File: src/rtl/tmr_pkg.sv
package tmr_pkg;
  localparam int REG_DIV  = 0;
  localparam int REG_CNT  = 1;
  localparam int REG_MOD  = 2;
  localparam int REG_CTRL = 3;
  localparam int CTRL_W   = 3;
  localparam int RATE_N   = 4;
  localparam int MAX_PERIOD = 1024;

  function automatic int period_of(input int sel);
    case (sel)
      0: return 1024;
      1: return 16;
      2: return 64;
      default: return 256;
    endcase
  endfunction
endpackage

File: src/rtl/tmr_divider.sv
module tmr_divider #(
  parameter int DIV_W = 16,
  parameter logic [DIV_W-1:0] RESET_VAL = 16'hABCC
) (
  input  logic             clk,
  input  logic             rst_n,
  input  logic             tick,
  input  logic             clr,
  output logic [DIV_W-1:0] div_q
);
  always_ff @(posedge clk) begin
    if (!rst_n)    div_q <= RESET_VAL;
    else if (clr)  div_q <= '0;
    else if (tick) div_q <= div_q + 1'b1;
  end
endmodule

File: src/rtl/tmr_prescaler.sv
module tmr_prescaler
  import tmr_pkg::*;
(
  input  logic       clk,
  input  logic       rst_n,
  input  logic       tick,
  input  logic       en,
  input  logic [1:0] sel,
  input  logic       clr,
  output logic       step
);
  localparam int PW = $clog2(MAX_PERIOD);

  logic [PW-1:0] limit [RATE_N];
  logic [PW-1:0] acc_q;

  for (genvar g = 0; g < RATE_N; g++) begin : g_lim
    assign limit[g] = PW'(period_of(g) - 1);
  end

  assign step = en && tick && (acc_q == limit[sel]);

  always_ff @(posedge clk) begin
    if (!rst_n)          acc_q <= '0;
    else if (clr)        acc_q <= '0;
    else if (en && tick) acc_q <= step ? '0 : acc_q + 1'b1;
  end
endmodule

File: src/rtl/tmr_counter.sv
module tmr_counter #(
  parameter int DATA_W = 8
) (
  input  logic              clk,
  input  logic              rst_n,
  input  logic              step,
  input  logic              wr_cnt,
  input  logic              wr_mod,
  input  logic [DATA_W-1:0] wr_data,
  output logic [DATA_W-1:0] cnt_q,
  output logic [DATA_W-1:0] mod_q,
  output logic              irq_q
);
  logic at_top;
  assign at_top = &cnt_q;

  always_ff @(posedge clk) begin
    if (!rst_n) begin
      cnt_q <= '0;
      mod_q <= '0;
      irq_q <= 1'b0;
    end else begin
      irq_q <= step && at_top && !wr_cnt;
      if (wr_mod) mod_q <= wr_data;
      if (wr_cnt)      cnt_q <= wr_data;
      else if (step)   cnt_q <= at_top ? mod_q : cnt_q + 1'b1;
    end
  end
endmodule

File: src/rtl/tmr_unit.sv
module tmr_unit
  import tmr_pkg::*;
#(
  parameter int ADDR_W = 8,
  parameter int DATA_W = 8,
  parameter int DIV_W  = 16,
  parameter logic [DIV_W-1:0] DIV_RESET = 16'hABCC
) (
  input  logic              clk,
  input  logic              rst_n,
  input  logic              cyc_tick,
  input  logic              wr_en,
  input  logic [ADDR_W-1:0] addr,
  input  logic [DATA_W-1:0] wr_data,
  output logic [DATA_W-1:0] rd_data,
  output logic              irq_pulse
);
  localparam int PAD_W = DATA_W - CTRL_W;

  logic [DIV_W-1:0]  div_val;
  logic [DATA_W-1:0] cnt_val, mod_val;
  logic [CTRL_W-1:0] ctrl_q;
  logic wr_div, wr_cnt, wr_mod, wr_ctrl, step;

  assign wr_div  = wr_en && (addr == ADDR_W'(REG_DIV));
  assign wr_cnt  = wr_en && (addr == ADDR_W'(REG_CNT));
  assign wr_mod  = wr_en && (addr == ADDR_W'(REG_MOD));
  assign wr_ctrl = wr_en && (addr == ADDR_W'(REG_CTRL));

  always_ff @(posedge clk) begin
    if (!rst_n)       ctrl_q <= '0;
    else if (wr_ctrl) ctrl_q <= wr_data[CTRL_W-1:0];
  end

  tmr_divider #(.DIV_W(DIV_W), .RESET_VAL(DIV_RESET)) u_div (
    .clk(clk), .rst_n(rst_n), .tick(cyc_tick), .clr(wr_div), .div_q(div_val)
  );

  tmr_prescaler u_pre (
    .clk(clk), .rst_n(rst_n), .tick(cyc_tick), .en(ctrl_q[2]),
    .sel(ctrl_q[1:0]), .clr(wr_div || wr_ctrl), .step(step)
  );

  tmr_counter #(.DATA_W(DATA_W)) u_cnt (
    .clk(clk), .rst_n(rst_n), .step(step), .wr_cnt(wr_cnt), .wr_mod(wr_mod),
    .wr_data(wr_data), .cnt_q(cnt_val), .mod_q(mod_val), .irq_q(irq_pulse)
  );

  always_comb begin
    if (addr == ADDR_W'(REG_DIV))       rd_data = div_val[DIV_W-1 -: DATA_W];
    else if (addr == ADDR_W'(REG_CNT))  rd_data = cnt_val;
    else if (addr == ADDR_W'(REG_MOD))  rd_data = mod_val;
    else if (addr == ADDR_W'(REG_CTRL)) rd_data = {{PAD_W{1'b1}}, ctrl_q};
    else                                rd_data = '1;
  end
endmodule

File: config.mk
export PLATFORM = sky130hd
export DESIGN_NAME = tmr_unit
export DESIGN_NICKNAME = d
export VERILOG_FILES = /design/src/rtl/tmr_pkg.sv /design/src/rtl/tmr_divider.sv /design/src/rtl/tmr_prescaler.sv /design/src/rtl/tmr_counter.sv /design/src/rtl/tmr_unit.sv
export SDC_FILE = /design/constraint.sdc
export NUM_CORES = 1
export LEC_CHECK = 0
export BUFFER_PORTS_ARGS = -buffer_cell sky130_fd_sc_hd__buf_4
export CAP_MARGIN = 40
export CORE_AREA = 2 2 81 98
export CTS_BUF_LIST = sky130_fd_sc_hd__clkbuf_4
export CTS_CLUSTER_DIAMETER = 50
export DETAILED_ROUTE_END_ITERATION = 8
export DIE_AREA = 0 0 83 100
export RECOVER_POWER = 100
export SYNTH_ARGS = -nofsm -noshare
export SYNTH_HDL_FRONTEND = slang
export SYNTH_SLANG_ARGS = --single-unit
File: constraint.sdc
create_clock -name clk -period 4.4 [get_ports clk]
set_input_delay 0.44 -clock clk [delete_from_list [all_inputs] [get_ports clk]]
set_output_delay 0.44 -clock clk [all_outputs]
set_load 0.01 [all_outputs]
==> reports/qor.csv <==
metric,value,unit
largest family of logic cells by synthesized area,simple AND/OR/NAND/NOR gates,
clock skew,0.01049,ns
"Reg clk slew, reported paths",0.13,ns
nature of the critical path startpoint,flop,
routed via count,2067,
post-DR wirelength/cell,14.71,um
worst vdd ir,156.0,uV
clk root buf,clkbuf_4,
top-level I/O count,29,
post-CTS setup buffers,0,
Post-synth ARST share,0,%
sequential element share of the synthesized area,36.74,%
Die ar.,0.008300,mm2
number of max-cap violations,0,
Die Span Y,100,um
Main synth FF type,dfxtp_1,
Min Hold Slack,0.2754,ns
Final nets,327,
hold crit path type,in -> reg,
"EDFF count, synth",0,
status,"complete, no violations",
Die X,83,um
first-pass iteration count of the detailed router,4,
final wirelength,5.811,mm
initial core utilization,33.47,%
clock latency on the worst-skew pair,0.36,ns
# port buffers,28,
vias in the first global route,2004,
ratio of cells with drive above 1 in the final layout,14.52,%
drt drc,0,
dpl ws,1.962,ns
total CTS buffers,5,
adder-cell area share of the yosys netlist,2.496,%
gr ovfl total,0,
hold_buf cts,0,
#FFs+latches synth,46,
CTS tree,yes,
CP required,4.66,ns
CTS Sinks,46,
Final Hold Fails,0,
endpoints failing setup,0,
Synth cell types,53,
global-route wire length before repair,9.873,mm
ant diodes,0,
area grow syn2layout,10.68,%
synthesized area,0.002506,mm2
post-detail-place hpwl,4.415,mm
Final WS setup,1.606,ns
Total Routing Usage GR,14.57,%
Least-Margin Pin Slew,0.7705,ns
CTS-repair resized insts,0,
crit-path cells,"inv_1, ha_1, or3b_2, a22oi_1, and2_0, nand4_1, a311o_2",
Synth Warn #,0,
max incr delay on CP,0.58,ns
mux contribution to synthesized area,11.38,%
crit path DAT,3.06,ns
Max Root-Sink Buffers,2,
core area,0.007488,mm2
Simple-Gate Fraction of Synth Area,25.01,%
LEAKAGE,1.076,nW
initial antenna violation count,0,
Vias/cell,5.233,
largest net degree at the start of global routing,15,
Period minus WS final,2.794,ns
max-slew violations,0,
Starting DRT DRC Count,63,
compound-gate portion of the synthesized area,11.13,%
ANT nets after route,0,
Final Cycle Share,63.49,%
Routability Congestion,0.8287,
Mapped Cells,278,
CP max FO,11,
syn_nets,303,
Sum Neg Setup Slack,0,ns
H-tree Lvls,2,
XOR/XNOR share of the synthesized area,8.737,%
Slew HR,48.09,%
crit path kind,reg -> reg,
Fmax achieved,357.9,MHz
Pwr Density,262.6,mW/mm2
row count,35,
Setup crit end kind,flop,
critical path's slowest cell,and2_0,
Mean Syn Cell Area,9.015,um2
RSZ-0062 raised after global routing,false,
[cell usage in the layout (no fill, tap or decap), drive strengths merged, types with 2 or more instances in the layout]
master / Yosys / final
nand4: 12 / 12
or3: 2 / 2
nand2b: 3 / 3
and2: 3 / 3
mux4: 3 / 3
nor4: 2 / 2
dfxtp: 46 / 46
o21ai: 15 / 15
nor2: 35 / 35
nand3: 11 / 11
inv: 6 / 6
o22ai: 5 / 5
a31oi: 2 / 2
a21oi: 4 / 4
xnor2: 7 / 7
clkinv: 0 / 2
nor3: 4 / 4
nand2: 28 / 28
or3b: 3 / 3
and3: 7 / 7
xor2: 18 / 18
mux2: 6 / 6
and4: 4 / 4
nand3b: 2 / 2
ha: 5 / 5
clkbuf: 3 / 16
buf: 8 / 18
mux2i: 15 / 15
[registers in the layout, indices dropped and copies added, names as in the netlist]
signal / cells
u_pre.acc_q: 10
ctrl_q: 3
u_cnt.irq_q: 1
u_cnt.cnt_q: 8
u_div.div_q: 16
u_cnt.mod_q: 8
[synth_stat cells (2+ instances only)]
master	number	area share (%)
dfxtp_1	46	37
nor2_1	35	5.2
nand2_1	28	4.2
xor2_1	18	6.3
mux2i_1	15	6.0
o21ai_0	14	2.8
nand4_1	12	3.0
nand3_1	11	2.2
and3_1	7	1.7
xnor2_1	7	2.4
mux2_2	6	2.7
ha_1	5	2.5
inv_1	5	0.75
o22ai_1	5	1.2
a21oi_1	4	0.80
and4_1	4	1.4
nor3_1	4	0.80
buf_2	3	0.60
buf_4	3	0.90
clkbuf_1	3	0.45
mux4_2	3	2.7
nand2b_1	3	0.75
a31oi_1	2	0.50
and2_1	2	0.50
buf_6	2	0.90
nand3b_1	2	0.60
or3_1	2	0.50
or3b_2	2	0.70
[area by class of cell]
| cell class | instances | area (um2) |
|---|---|---|
| fill | 782 | 4715 |
| multi-input combinational | 214 | 1458 |
| sequential | 46 | 920.9 |
| timing repair buffer | 29 | 180.2 |
| tap | 92 | 115.1 |
| clock inverter | 3 | 40.04 |
| clock buffer | 5 | 37.54 |
| inverter | 6 | 22.52 |
[report_power, final]
part	internal, W	switching, W	leakage, nW
combinational	0.0000242	0.0000274	0.660
clock	0.000118	0.000137	0.0450
sequential	0.000419	0.00000257	0.371
[worst paths after layout]
path | start | endpoint | slack (ns) | depth (start not counted)
worst max-delay path | ctrl_q[0]$_SDFFE_PN0P_ | u_cnt.cnt_q[7]$_SDFFE_PN0P_ | 1.61 | 7
worst max register to register | ctrl_q[0]$_SDFFE_PN0P_ | u_cnt.cnt_q[7]$_SDFFE_PN0P_ | 1.61 | 7
worst min register to register | u_pre.acc_q[1]$_SDFFE_PP0P_ | u_pre.acc_q[1]$_SDFFE_PP0P_ | 0.50 | 2
worst min-delay path | wr_data[6] | u_cnt.cnt_q[6]$_SDFFE_PN0P_ | 0.28 | 3
[metal layers]
layer	vias up	wire length (um)	GRT usage [%]	share of wire, %
met4	0	90	4.414	1.5
met2	45	2837	25.19	49
met1	975	2675	18.53	46
li1	1041	-	-	-
met3	6	207	2.714	3.6
met5	-	0	0	0
[cell families (layout without fill, tap and decap cells)]
family,after synthesis,count (layout)
AOI/OAI and AO/OA,39,39
xor gates and xnor gates,25,25
muxes,24,24
buffers and inverters,18,43
adders and majority gates,5,5
DFF,46,46
and+or+nand+nor,121,121
[worst max-delay path: cells and delay by family, from the launching register on]
kind	cells	cell delay (ns)
buffers and inverters	1	0.06
AND/OR/NAND/NOR	3	1.22
AO/OA/AOI/OAI	2	0.73
adder cells (fa/ha/maj)	1	0.29
flip-flops	1	0.41
[stage by stage]
stage               power (W)  cells  cell area (um2)  utilization [%]
floorplan           0.0004607    278             2506                -
global placement    0.0004833    387             2749            36.71
detailed placement  0.0004839    387             2749            36.71
CTS                 0.0007373    395             2826            37.74
global route        0.0007592    395             2774            37.04
finish              0.0007284    395             2774            37.04
No activity file was read; power rests on OpenSTA's default activity.
